File: config.mk
export PLATFORM = sky130hd
export DESIGN_NAME = maint_cmd_req
export DESIGN_NICKNAME = d
export VERILOG_FILES = /design/src/rtl/maint_cmd_pkg.sv /design/src/rtl/maint_req_slot.sv /design/src/rtl/maint_cmd_decode.sv /design/src/rtl/maint_zq_gate.sv /design/src/rtl/maint_cmd_req.sv
export SDC_FILE = /design/constraint.sdc
export NUM_CORES = 1
export LEC_CHECK = 0
export ABC_AREA = 0
export BUFFER_PORTS_ARGS = -buffer_cell sky130_fd_sc_hd__buf_2
export CAP_MARGIN = 20
export CORE_UTILIZATION = 25
export DETAILED_ROUTE_END_ITERATION = 6
export MAX_ROUTING_LAYER = met4
export PLACE_DENSITY = 0.78
export SYNTH_ARGS = -nofsm -noshare
export SYNTH_HDL_FRONTEND = slang
export SYNTH_SLANG_ARGS = --single-unit
export TNS_END_PERCENT = 30
File: constraint.sdc
create_clock -name clk -period 1.05 [get_ports clk]
set_input_delay 0.21 -clock clk [delete_from_list [all_inputs] [get_ports clk]]
set_output_delay 0.21 -clock clk [all_outputs]
set_load 0.02 [all_outputs]
File: src/rtl/maint_cmd_pkg.sv
package maint_cmd_pkg;

    typedef enum logic [2:0] {
        MODE_NORMAL   = 3'd0,
        MODE_SELF_REF = 3'd1,
        MODE_DEEP_PD  = 3'd2,
        MODE_MAX_SAVE = 3'd3,
        MODE_INIT     = 3'd4
    } op_mode_e;

    // slot index of each command
    localparam int NUM_CMD = 3;
    localparam int CMD_RF  = 0;
    localparam int CMD_ZQ  = 1;
    localparam int CMD_CU  = 2;

    // bit positions inside the command register
    localparam int BIT_RF = 0;
    localparam int BIT_ZQ = 4;
    localparam int BIT_CU = 5;

    typedef struct packed {
        logic pend;
    } slot_state_t;

endpackage

File: src/rtl/maint_req_slot.sv
module maint_req_slot (
    input  logic clk,
    input  logic rst_n,
    input  logic set_i,
    input  logic fire_i,
    input  logic drop_i,
    output logic pend_o
);
    import maint_cmd_pkg::*;

    slot_state_t st_d, st_q;

    always_comb begin
        st_d = st_q;
        if (st_q.pend) begin
            // an extra set while pending merges into the live request
            if (fire_i || drop_i) st_d.pend = 1'b0;
        end else if (set_i) begin
            st_d.pend = 1'b1;
        end
    end

    always_ff @(posedge clk or negedge rst_n) begin
        if (!rst_n) st_q <= '0;
        else        st_q <= st_d;
    end

    assign pend_o = st_q.pend;

endmodule

File: src/rtl/maint_cmd_decode.sv
module maint_cmd_decode #(
    parameter int                ADDR_W   = 12,
    parameter int                DATA_W   = 32,
    parameter logic [ADDR_W-1:0] CMD_ADDR = 12'h30C
) (
    input  logic                                reg_wr_en,
    input  logic [ADDR_W-1:0]                   reg_addr,
    input  logic [DATA_W-1:0]                   reg_wdata,
    input  logic [maint_cmd_pkg::NUM_CMD-1:0]   auto_off,
    input  logic [maint_cmd_pkg::NUM_CMD-1:0]   pend,
    output logic [maint_cmd_pkg::NUM_CMD-1:0]   set_req,
    output logic [DATA_W-1:0]                   reg_rdata
);
    import maint_cmd_pkg::*;

    logic hit;
    logic [NUM_CMD-1:0] wbits;

    assign hit = (reg_addr == CMD_ADDR);

    always_comb begin
        wbits         = '0;
        wbits[CMD_RF] = reg_wdata[BIT_RF];
        wbits[CMD_ZQ] = reg_wdata[BIT_ZQ];
        wbits[CMD_CU] = reg_wdata[BIT_CU];
        set_req       = (reg_wr_en && hit) ? (wbits & auto_off) : '0;
    end

    always_comb begin
        reg_rdata = '0;
        if (hit) begin
            reg_rdata[BIT_RF] = pend[CMD_RF];
            reg_rdata[BIT_ZQ] = pend[CMD_ZQ];
            reg_rdata[BIT_CU] = pend[CMD_CU];
        end
    end

endmodule

File: src/rtl/maint_zq_gate.sv
module maint_zq_gate (
    input  logic       pend,
    input  logic [2:0] op_mode,
    output logic       valid,
    output logic       drop
);
    import maint_cmd_pkg::*;

    op_mode_e mode;
    logic     hold, lowpwr;

    always_comb begin
        mode   = op_mode_e'(op_mode);
        hold   = (mode == MODE_SELF_REF);
        lowpwr = (mode == MODE_DEEP_PD) || (mode == MODE_MAX_SAVE);
        drop   = pend && lowpwr;
        valid  = pend && !hold && !lowpwr;
    end

endmodule

File: src/rtl/maint_cmd_req.sv
module maint_cmd_req #(
    parameter int                ADDR_W   = 12,
    parameter int                DATA_W   = 32,
    parameter int                RANK_W   = 2,
    parameter logic [ADDR_W-1:0] CMD_ADDR = 12'h30C
) (
    input  logic              clk,
    input  logic              rst_n,
    input  logic [ADDR_W-1:0] reg_addr,
    input  logic              reg_wr_en,
    input  logic [DATA_W-1:0] reg_wdata,
    output logic [DATA_W-1:0] reg_rdata,
    input  logic              auto_ctrlupd_off,
    input  logic              auto_zq_off,
    input  logic              auto_refresh_off,
    input  logic [2:0]        op_mode,
    output logic              cu_valid,
    input  logic              cu_accept,
    output logic              zq_valid,
    input  logic              zq_accept,
    output logic              rf_valid,
    input  logic              rf_accept,
    output logic [RANK_W-1:0] rf_rank_idx,
    output logic              zq_busy,
    output logic              rf_busy
);
    import maint_cmd_pkg::*;

    logic [NUM_CMD-1:0] auto_off, set_req, pend, valid, accept, fire, drop;
    logic               zq_gate_valid, zq_gate_drop;

    always_comb begin
        auto_off         = '0;
        auto_off[CMD_RF] = auto_refresh_off;
        auto_off[CMD_ZQ] = auto_zq_off;
        auto_off[CMD_CU] = auto_ctrlupd_off;
        accept           = '0;
        accept[CMD_RF]   = rf_accept;
        accept[CMD_ZQ]   = zq_accept;
        accept[CMD_CU]   = cu_accept;
    end

    maint_cmd_decode #(
        .ADDR_W  (ADDR_W),
        .DATA_W  (DATA_W),
        .CMD_ADDR(CMD_ADDR)
    ) u_dec (
        .reg_wr_en(reg_wr_en),
        .reg_addr (reg_addr),
        .reg_wdata(reg_wdata),
        .auto_off (auto_off),
        .pend     (pend),
        .set_req  (set_req),
        .reg_rdata(reg_rdata)
    );

    maint_zq_gate u_zq_gate (
        .pend   (pend[CMD_ZQ]),
        .op_mode(op_mode),
        .valid  (zq_gate_valid),
        .drop   (zq_gate_drop)
    );

    for (genvar i = 0; i < NUM_CMD; i++) begin : g_slot
        if (i == CMD_ZQ) begin : g_gated
            assign valid[i] = zq_gate_valid;
            assign drop[i]  = zq_gate_drop;
        end else begin : g_plain
            assign valid[i] = pend[i];
            assign drop[i]  = 1'b0;
        end
        assign fire[i] = valid[i] && accept[i];

        maint_req_slot u_slot (
            .clk   (clk),
            .rst_n (rst_n),
            .set_i (set_req[i]),
            .fire_i(fire[i]),
            .drop_i(drop[i]),
            .pend_o(pend[i])
        );
    end

    assign cu_valid    = valid[CMD_CU];
    assign zq_valid    = valid[CMD_ZQ];
    assign rf_valid    = valid[CMD_RF];
    assign zq_busy     = pend[CMD_ZQ];
    assign rf_busy     = pend[CMD_RF];
    assign rf_rank_idx = '0;

endmodule

Word level (Yosys, flattened, before mapping)
Cells that the tools add are included.
Storage, ports and cells
  bits in registers: 3
  bits in latches: 0
  bits in writable memories: 0
  ROM bits: 0
  input port bits: 56
  output and inout bits: 39
  logic and storage cells: 31
  memories: 0
Operators by class
  add/subtract/negate cells: 0
  multiply operators: 0
  divide/modulo/power cells: 0
  order comparisons: 0
  eq/ne operators: 4
  shift-type cells: 0
  mux-type cells: 12
  bitwise logic cells: 1
  reduce and logical (&&, ||, !) cells: 11
Operator list (count)
  $eq A12 B10 Y1 const B: 1
  $mux W1: 10
  $logic_and A1 B1 Y1: 7
  $eq A3 B2 Y1 const B: 2
  $and A3 B3 Y3: 1
  $eq A3 B1 Y1 const B: 1
  $mux W3: 1
  $logic_not A1 Y1: 2
  $logic_or A1 B1 Y1: 2
  $mux W2: 1

Longest topological paths before layout
Gate-level depths: netlist of run 1.
  word-level depth: 8
  gate-level depth with buffers: 3
  mapped depth without buffers: 3

Cells and area by module
Synthesis of run 1 repeated with hierarchy kept, for this count alone.
Unflattened totals
  cells, all modules: 66
  area total of the unflattened synthesis: 563.0 sq um
Modules (own cells, without submodules)
  maint_cmd_decode: instances 1, cells an instance 46, area each 367.9 sq um, sequential area each 0.0 sq um
  maint_req_slot: instances 3, cells an instance 3, area each 43.8 sq um, sequential area each 25.0 sq um
  maint_cmd_req: instances 1, cells an instance 7, area each 45.0 sq um, sequential area each 0.0 sq um
  maint_zq_gate: instances 1, cells an instance 4, area each 18.8 sq um, sequential area each 0.0 sq um

Worst setup path before layout of run 1
No wires, ideal clock.
  path kind: input -> output
  from: input port reg_addr[10]
  to: output port reg_rdata[0]
  arrival time: 0.872 ns
  required time: 0.840 ns
  path slack: -0.032 ns
  stages on the path: 3
  path buffers: 0
  path through: and4bb_2 -> and2_1 -> and3_2
On the way
  cells in the longest elaborated chain, start to end: 2
RTL lines
  start: declaration: line maint_cmd_req.sv:9  | input logic [ADDR_W-1:0] reg_addr,
  $eq A12 B10 Y1: line maint_cmd_decode.sv:19  | assign hit = (reg_addr == CMD_ADDR);
  $mux W1: line maint_cmd_decode.sv:31  | if (hit) begin
  end: declaration: line maint_cmd_req.sv:12  | output logic [DATA_W-1:0] reg_rdata,
No other way between the ends.

Worst setup path in the final report of run 1
  from: input port reg_addr[11]
  to: output port reg_rdata[4]
On the way
  cells in the longest elaborated chain, start to end: 2
RTL lines (line)
  $eq A12 B10 Y1: maint_cmd_decode.sv:19
  $mux W2: maint_cmd_decode.sv:31
No other way between the ends.

==> flow_metrics.py, run 1 <==
metrics = {
    "route": {
        "drt-wirelength-per-cell_um": 8.43,
        "num_vias": 429,
        "dr.first_iter.drc_count": 3,
        "ant_nets": 0,
        "drc_errors": 0,
        "drt_pre_antenna_iters": 4,
        "wl_um": 1040,
        "drt-vias-per-instance": 3.49,
    },
    "logic_synthesis": {
        "synth-xor-area-share": 0,
        "synth_seq_area_share": 0.156,
        "synth_top_family_by_area": "buffers and inverters",
        "synthMuxAreaShare": 0,
        "ys_warn_count": 0,
        "synth_compound_area_frac": 0.0805,
        "avgSynthCellArea_um2": 8.31,
        "ys_seq_elements": 3,
        "synthAdderAreaFrac": 0,
        "synthCells": 58,
        "synthSimpleGateAreaFrac": 0.226,
        "async_reset_ff_frac": 1.00,
        "synth.distinct_cells": 16,
        "synth_area_um2": 482,
        "synth_edf_count": 0,
        "synth_flop_cell": "dfrtp_1",
    },
    "critical_path": {
        "r2r-end": "g_slot[1].u_slot.pend_o",
        "critPathArrivalTime_ps": 1030,
        "slowest_stage": "and4bb_2",
        "crit_chain": "buf_6, and4bb_2, and2_4, and3_4, buf_6",
        "cp.required_ps": 840,
        "path_max_fanout": 3,
        "r2r.worst_path.cells": 2,
        "cp-end-kind": "output pin",
        "rr_startpoint": "g_slot[1].u_slot.pend_o",
        "r2r_slack_ps": 240,
        "cpPeakStageDelay_ps": 290,
        "cpMostUsedCell": "buf_6",
        "startpoint_type": "input port",
        "criticalPathCategory": "in -> out",
    },
    "place": {
        "dp_hpwl_um": 924,
        "dpl_worst_slack_ps": -237,
        "routabilityCongestion": 0.661,
        "port_buffers": 34,
    },
    "clock_network": {
        "cts_root_buf": "clkbuf_4",
        "numCtsBuffers": 3,
        "clkLatencyLatePin_ps": 230,
        "cts.sinks": 3,
        "clockBufferDepth": 2,
        "path_clk_slew_ps": 40,
        "htreeDepth": 1,
        "cts_tree": "done",
    },
    "sta": {
        "rsz0062_at_grt": "true",
        "finalSetupTns_ps": -647,
        "fin_skew_ps": 0,
        "maxSlewViolCount": 0,
        "hold_viol_final": 0,
        "period_minus_slack_ps": 1240,
        "setup_viol": 4,
        "fmaxAchievable_ghz": 0.804,
        "worst_hold_slack_ps": 174,
        "finalWorstSetupSlack_ps": -194,
        "finalCritPeriodShare": 1.18,
    },
    "global_routing": {
        "grt_use_total": 0.113,
        "grt_pass1_vias": 407,
        "overflow": 0,
        "grt_first_pass_wirelength_um": 1610,
        "antenna_found_initial": 0,
        "grt_max_degree": 6,
    },
    "die": {
        "rows": 15,
        "die_h_um": 45.9,
        "core_area_um2": 1760,
        "start_util": 0.273,
        "die_w_um": 45.9,
        "die_area_um2": 2110,
        "io_pins": 95,
    },
    "hold_path": {
        "min_to": "g_slot[2].u_slot.pend_o",
        "hold_start": "cu_accept",
        "worstHoldPathCells": 2,
        "hp-class": "in -> reg",
    },
    "power": {
        "vdd_ir_drop_max_mv": 0.305,
        "p_leak_nw": 0.402,
        "power_density_nw_per_um2": 730,
    },
    "status": {
        "outcome": "finished with violations",
        "violations": "setup timing",
    },
    "final_layout": {
        "nNetsFinal": 155,
        "largest_register_ffs": 3,
        "layout_common_cells": "conb_1, buf_2, buf_6",
        "drive_gt1_frac": 0.500,
        "final_common_cell": "conb_1",
        "area_growth_pct": 42.9,
        "final_util": 0.390,
        "antenna_cells": 0,
    },
    "run": {
        "cap_violations": 0,
    },
}
-- stage by stage --
step	cells	instance area (um^2)	total power [W]
2_1_floorplan	88	608	0.000317
3_3_place_gp	118	592	0.000284
3_5_place_dp	118	592	0.000289
4_1_cts	123	674	0.000513
5_1_grt	123	688	0.000552
6_report	123	688	0.000502
-- cells by family (layout without fill, tap and decap cells) --
kind of cell / count (synthesis) / in the layout
AO/OA/AOI/OAI: 6 / 6
flip-flops: 3 / 3
other: 1 / 31
AND/OR/NAND/NOR: 12 / 12
buffers and inverters: 36 / 46
-- routing by layer --
metal | up-vias | global-route usage | wire length, um
li1 | 208 | - | -
met1 | 188 | 0.0993 | 318
met2 | 33 | 0.217 | 608
met3 | 0 | 0.0278 | 110
met4 | 0 | 0.0529 | 0
met5 | - | - | 0
-- cells in the mapped netlist, types with 2 or more instances --
| master | n | share of area |
|---|---|---|
| dfrtp_1 | 3 | 0.16 |
| buf_4 | 32 | 0.50 |
| inv_1 | 4 | 0.031 |
| o22ai_1 | 3 | 0.039 |
| and4bb_2 | 2 | 0.052 |
| and3_2 | 3 | 0.047 |
| nand3_1 | 2 | 0.021 |
-- critical path, delay by kind of cell --
kind / cells / cell delay [ps]
and+or+nand+nor: 3 / 620
buffers and inverters: 2 / 200
-- power breakdown --
part           internal (W)  total (W)  switching [W]
Combinational     0.0000580   0.000184       0.000126
Clock              0.000142   0.000202      0.0000599
Sequential         0.000116   0.000116   0.0000000141
-- final cells by class --
cell class                 instances  area (um^2)
clock buffer                       4         26.3
multi-input combinational         49          278
tap                               25         31.3
timing repair buffer              38          262
inverter                           4         15.0
fill                             194         1080
sequential                         3         76.3
-- how the worst max path moves through the flow --
stage / from / slack, ps / endpoint
2_1_floorplan: reg_addr[0] / -20 / reg_rdata[0]
3_3_place_gp: reg_addr[0] / -230 / reg_rdata[4]
3_5_place_dp: reg_addr[11] / -240 / reg_rdata[4]
4_1_cts: reg_addr[10] / -200 / reg_rdata[4]
5_1_grt: reg_addr[11] / -230 / reg_rdata[4]
6_report: reg_addr[11] / -190 / reg_rdata[4]
-- timing repair --
action / CTS / global route
pin swaps: 3 / 3
hold buffers: 1 / 0
endpoints found under the hold margin: 3 / 0
endpoints found under the setup margin: 5 / 7
gates resized for setup: 12 / 4
setup buffers: 0 / 0
Note: power is estimated with default switching activity, not from simulation.
==> inputs of run 2 (changes only) <==
MAX_ROUTING_LAYER = unset   (was met4)
RECOVER_POWER = 100   (was unset)
==> flow_metrics.py, run 2 (synthesis gave the netlist of run 1 again) <==
metrics = {
    "critical_path": {
        "critPathTopFamily": "simple AND/OR/NAND/NOR gates",
        "critPathArrivalTime_ps": 1030,
        "slowest_stage": "and4bb_2",
        "cpPeakStageDelay_ps": 290,
        "r2r.worst_path.cells": 2,
        "rr_startpoint": "g_slot[1].u_slot.pend_o",
        "cp-startpoint": "reg_addr[11]",
        "r2r_slack_ps": 240,
        "cp_num_cells": 5,
        "criticalPathCategory": "in -> out",
        "cp.required_ps": 840,
        "crit_chain": "buf_6, and4bb_2, and2_4, and3_4, buf_6",
        "startpoint_type": "input port",
        "path_max_fanout": 3,
        "cpMostUsedCell": "buf_6",
        "cp-end-kind": "output pin",
        "critical_path_buf_inv_count": 2,
    },
    "power": {
        "pwr-share-seq": 0.232,
        "vdd_ir_drop_max_mv": 0.304,
        "p_clk_frac": 0.403,
        "power_density_nw_per_um2": 731,
        "intPower_w": 0.000316,
        "combPwrFrac": 0.365,
        "p_leak_nw": 0.398,
        "p_sw_w": 0.000186,
        "swShare": 0.370,
    },
    "final_layout": {
        "nNetsFinal": 155,
        "area_growth_pct": 42.6,
        "fillCellCount": 195,
        "final_util": 0.389,
        "largest_register_ffs": 3,
        "final_common_cell": "conb_1",
        "seq_area_um2": 76.3,
        "drive_gt1_frac": 0.490,
        "layout_common_cells": "conb_1, buf_2, buf_6",
        "antenna_cells": 0,
        "multi_input_area_um2": 278,
    },
    "sta": {
        "maxSlewViolCount": 0,
        "finalCritPeriodShare": 1.18,
        "hold_viol_final": 0,
        "fmaxAchievable_ghz": 0.804,
        "fin_skew_ps": 0,
        "finalWorstSetupSlack_ps": -193,
        "period_minus_slack_ps": 1240,
        "rsz0062_at_grt": "true",
        "setup_viol": 4,
    },
    "status": {
        "violations": "setup timing",
        "outcome": "finished with violations",
    },
    "die": {
        "die_w_um": 45.9,
        "rows": 15,
        "io_pins": 95,
        "die_h_um": 45.9,
        "start_util": 0.273,
        "core_area_um2": 1760,
        "die_area_um2": 2110,
    },
    "route": {
        "dr.first_iter.drc_count": 3,
        "drc_errors": 0,
        "drt_pre_antenna_iters": 4,
        "ant_nets": 0,
        "num_vias": 429,
        "drt-vias-per-instance": 3.49,
        "drt-wirelength-per-cell_um": 8.38,
        "wl_um": 1030,
    },
    "clock_network": {
        "cts.sinks": 3,
        "cts_root_buf": "clkbuf_4",
        "htreeDepth": 1,
        "numCtsBuffers": 3,
        "path_clk_slew_ps": 40,
        "clockBufferDepth": 2,
        "clkLatencyLatePin_ps": 230,
        "cts_tree": "done",
    },
    "hold_path": {
        "hold_start": "cu_accept",
        "worstHoldPathCells": 2,
        "hp-class": "in -> reg",
    },
    "global_routing": {
        "grt_pass1_vias": 407,
        "overflow": 0,
        "busiest_layer": "met2",
        "met3_usage": 0.0278,
        "gr-usage-met2": 0.217,
        "grt_first_pass_wirelength_um": 1610,
        "grt_use_met1": 0.0993,
        "grt_use_total": 0.109,
        "grt_max_degree": 6,
        "antenna_found_initial": 0,
    },
    "place": {
        "routabilityCongestion": 0.655,
        "port_buffers": 34,
        "dpl_worst_slack_ps": -237,
        "dp_hpwl_um": 924,
    },
    "run": {
        "cap_violations": 0,
    },
}
## run 2: what timing repair did
item                                    CTS  global route
hold buffers                              1             0
endpoints found under the hold margin     3             0
buffers inserted                          0             0
pin swaps                                 3             3
gates resized for setup                  12             4
gates cloned                              0             0
endpoints found under the setup margin    5             7
## run 2: worst paths after layout
kind,endpoint
max reg2reg,g_slot[1].u_slot.pend_o
min reg2reg,g_slot[2].u_slot.pend_o
max,reg_rdata[4]
min in group asynchronous,g_slot[2].u_slot.pend_o
max in group asynchronous,g_slot[1].u_slot.pend_o
min,g_slot[2].u_slot.pend_o
## run 2: layout make-up
type,count,area share
multi-input cells,49,0.404
repair buffers,38,0.379
flip-flops and latches,3,0.111
well taps,25,0.0455
clock buffers,4,0.0383
inverters,4,0.0219
## run 2: per-stage QoR
stage | power, W | area (um^2) | instances | setup TNS (ps) | hold slack, ps
2_1_floorplan | 0.000317 | 608 | 88 | -54.4 | -85.6
3_3_place_gp | 0.000284 | 592 | 118 | -1090 | 6.25
3_5_place_dp | 0.000289 | 592 | 118 | -1080 | 10.7
4_1_cts | 0.000513 | 674 | 123 | -713 | 161
5_1_grt | 0.000551 | 687 | 123 | -829 | 158
6_report | 0.000502 | 687 | 123 | -646 | 174
## run 2: routing by layer
| layer | up-vias | wire length [um] |
|---|---|---|
| met2 | 33 | 604 |
| li1 | 208 | - |
| met1 | 188 | 313 |
| met5 | - | 0 |
| met3 | 0 | 113 |
| met4 | 0 | 0 |
## run 2: power by group through the flow
stage | clock (W) | sequential [W] | combinational (W)
2_1_floorplan | 0 | 0.000118 | 0.000199
3_3_place_gp | 0 | 0.000118 | 0.000166
3_5_place_dp | 0 | 0.000118 | 0.000171
4_1_cts | 0.000215 | 0.000116 | 0.000182
5_1_grt | 0.000232 | 0.000116 | 0.000204
6_report | 0.000202 | 0.000116 | 0.000183
==> inputs of run 3 (changes only) <==
CORE_MARGIN = 2   (was unset)
CTS_BUF_LIST = sky130_fd_sc_hd__clkbuf_4   (was unset)
==> flow_metrics.py, run 3 (synthesis gave the netlist of run 1 again) <==
metrics = {
    "critical_path": {
        "r2r.worst_path.cells": 3,
        "critPathArrivalTime_ps": 1030,
        "critical_path_buf_inv_count": 2,
        "cp.required_ps": 840,
        "cp_num_cells": 5,
        "path_max_fanout": 3,
        "cpPeakStageDelay_ps": 300,
        "critPathTopFamily": "simple AND/OR/NAND/NOR gates",
        "slowest_stage": "and4bb_2",
        "startpoint_type": "input port",
        "criticalPathCategory": "in -> out",
        "cpMostUsedCell": "buf_6",
        "crit_chain": "buf_6, and4bb_2, and2_4, and3_4, buf_6",
        "cp-end-kind": "output pin",
    },
    "power": {
        "combPwrFrac": 0.346,
        "vdd_ir_drop_max_mv": 0.483,
        "total_power_w": 0.000536,
        "p_sw_w": 0.000192,
        "p_leak_nw": 0.411,
        "p_clk_frac": 0.437,
        "swShare": 0.359,
        "pwr-share-seq": 0.217,
        "intPower_w": 0.000344,
        "power_density_nw_per_um2": 762,
    },
    "sta": {
        "maxSlewViolCount": 0,
        "rsz0062_at_grt": "true",
        "worst_hold_slack_ps": 173,
        "setup_viol": 4,
        "fin_skew_ps": 0,
        "period_minus_slack_ps": 1240,
        "hold_viol_final": 0,
        "finalCritPeriodShare": 1.18,
        "fmaxAchievable_ghz": 0.804,
        "finalSetupTns_ps": -629,
        "finalWorstSetupSlack_ps": -194,
    },
    "route": {
        "dr.first_iter.drc_count": 3,
        "drt-wirelength-per-cell_um": 8.69,
        "num_vias": 457,
        "drt-vias-per-instance": 3.69,
        "drt_pre_antenna_iters": 2,
        "wl_um": 1080,
        "drc_errors": 0,
        "ant_nets": 0,
    },
    "status": {
        "violations": "setup timing",
        "outcome": "finished with violations",
    },
    "clock_network": {
        "numCtsBuffers": 3,
        "cts_tree": "done",
        "cts.sinks": 3,
        "cts_root_buf": "clkbuf_4",
        "clkLatencyLatePin_ps": 240,
        "htreeDepth": 1,
        "clockBufferDepth": 2,
        "path_clk_slew_ps": 30,
    },
    "global_routing": {
        "grt_first_pass_wirelength_um": 1490,
        "grt_pass1_vias": 374,
        "antenna_found_initial": 0,
        "overflow": 0,
        "grt_max_degree": 6,
        "grt_use_total": 0.0960,
    },
    "hold_path": {
        "hp-class": "in -> reg",
        "worstHoldPathCells": 2,
    },
    "place": {
        "routabilityCongestion": 0.630,
        "placed_cells": 118,
        "port_buffers": 34,
        "dp_hpwl_um": 902,
    },
    "die": {
        "io_pins": 95,
        "die_area_um2": 2290,
        "core_area_um2": 1760,
        "start_util": 0.273,
        "die_w_um": 47.9,
        "rows": 15,
        "die_h_um": 47.9,
    },
    "run": {
        "cap_violations": 0,
    },
    "final_layout": {
        "drive_gt1_frac": 0.505,
        "multi_input_area_um2": 284,
        "nNetsFinal": 156,
        "seq_area_um2": 75.1,
        "final_common_cell": "conb_1",
        "layout_common_cells": "conb_1, buf_2, buf_6",
        "fillCellCount": 194,
        "largest_register_ffs": 3,
        "final_util": 0.399,
        "area_growth_pct": 46.0,
        "antenna_cells": 0,
        "fin_cells": 124,
    },
}
run 3: cell types whose count changed in the layout (fill, tap and decap cells not counted):
cell | previous run | this run
buf_2 | 21 | 23
clkbuf_2 | 2 | 0
buf_4 | 4 | 5
clkbuf_1 | 2 | 1
clkbuf_4 | 3 | 4
dfrtp_1 | 2 | 3
dfrtp_2 | 1 | 0
o22ai_1 | 3 | 2
o22ai_2 | 0 | 1
run 3: per-layer routing:
layer | global-route usage | wire [um] | up-vias
met1 | 0.0940 | 343 | 207
met5 | 0 | 0 | -
met2 | 0.176 | 616 | 38
met4 | 0.0324 | 0 | 0
met3 | 0.0453 | 117 | 0
li1 | - | - | 212
run 3: worst paths after layout:
| check | endpoint | from | slack (ps) |
|---|---|---|---|
| worst max-delay path | reg_rdata[5] | reg_addr[0] | -190 |
| worst min-delay path | g_slot[2].u_slot.pend_o | cu_accept | 170 |
| worst max register to register | g_slot[0].u_slot.pend_o | g_slot[0].u_slot.pend_o | 260 |
| worst min register to register | g_slot[2].u_slot.pend_o | g_slot[2].u_slot.pend_o | 600 |
| max in group asynchronous | g_slot[1].u_slot.pend_o | rst_n | 570 |
| min in group asynchronous | g_slot[0].u_slot.pend_o | rst_n | 320 |
run 3: cell type report:
| type | count | share of cell area |
|---|---|---|
| Inverter | 4 | 0.0214 |
| Timing Repair Buffer | 39 | 0.381 |
| Clock buffer | 4 | 0.0427 |
| Tap cell | 25 | 0.0445 |
| Sequential cell | 3 | 0.107 |
| Multi-Input combinational cell | 49 | 0.404 |
run 3: power groups by stage:
stage               registers [W]  clock network (W)  logic [W]
floorplan                0.000118                  0   0.000199
global placement         0.000118                  0   0.000166
detailed placement       0.000118                  0   0.000170
CTS                      0.000116           0.000244   0.000183
global route             0.000116           0.000256   0.000205
finish                   0.000116           0.000234   0.000186
run 3: repair_timing:
item,in CTS,in global routing
setup endpoints to repair,4,8
gates resized for setup,12,4
pin swaps,3,2
endpoints found under the hold margin,3,0
buffers inserted,0,1
hold buffers,1,0
run 3: through the flow:
step	instance area, um^2	setup slack (ps)
after CTS	682	-196
after floorplan	608	-18.1
after global routing	703	-238
after global placement	592	-223
final	703	-194
after detailed placement	592	-237
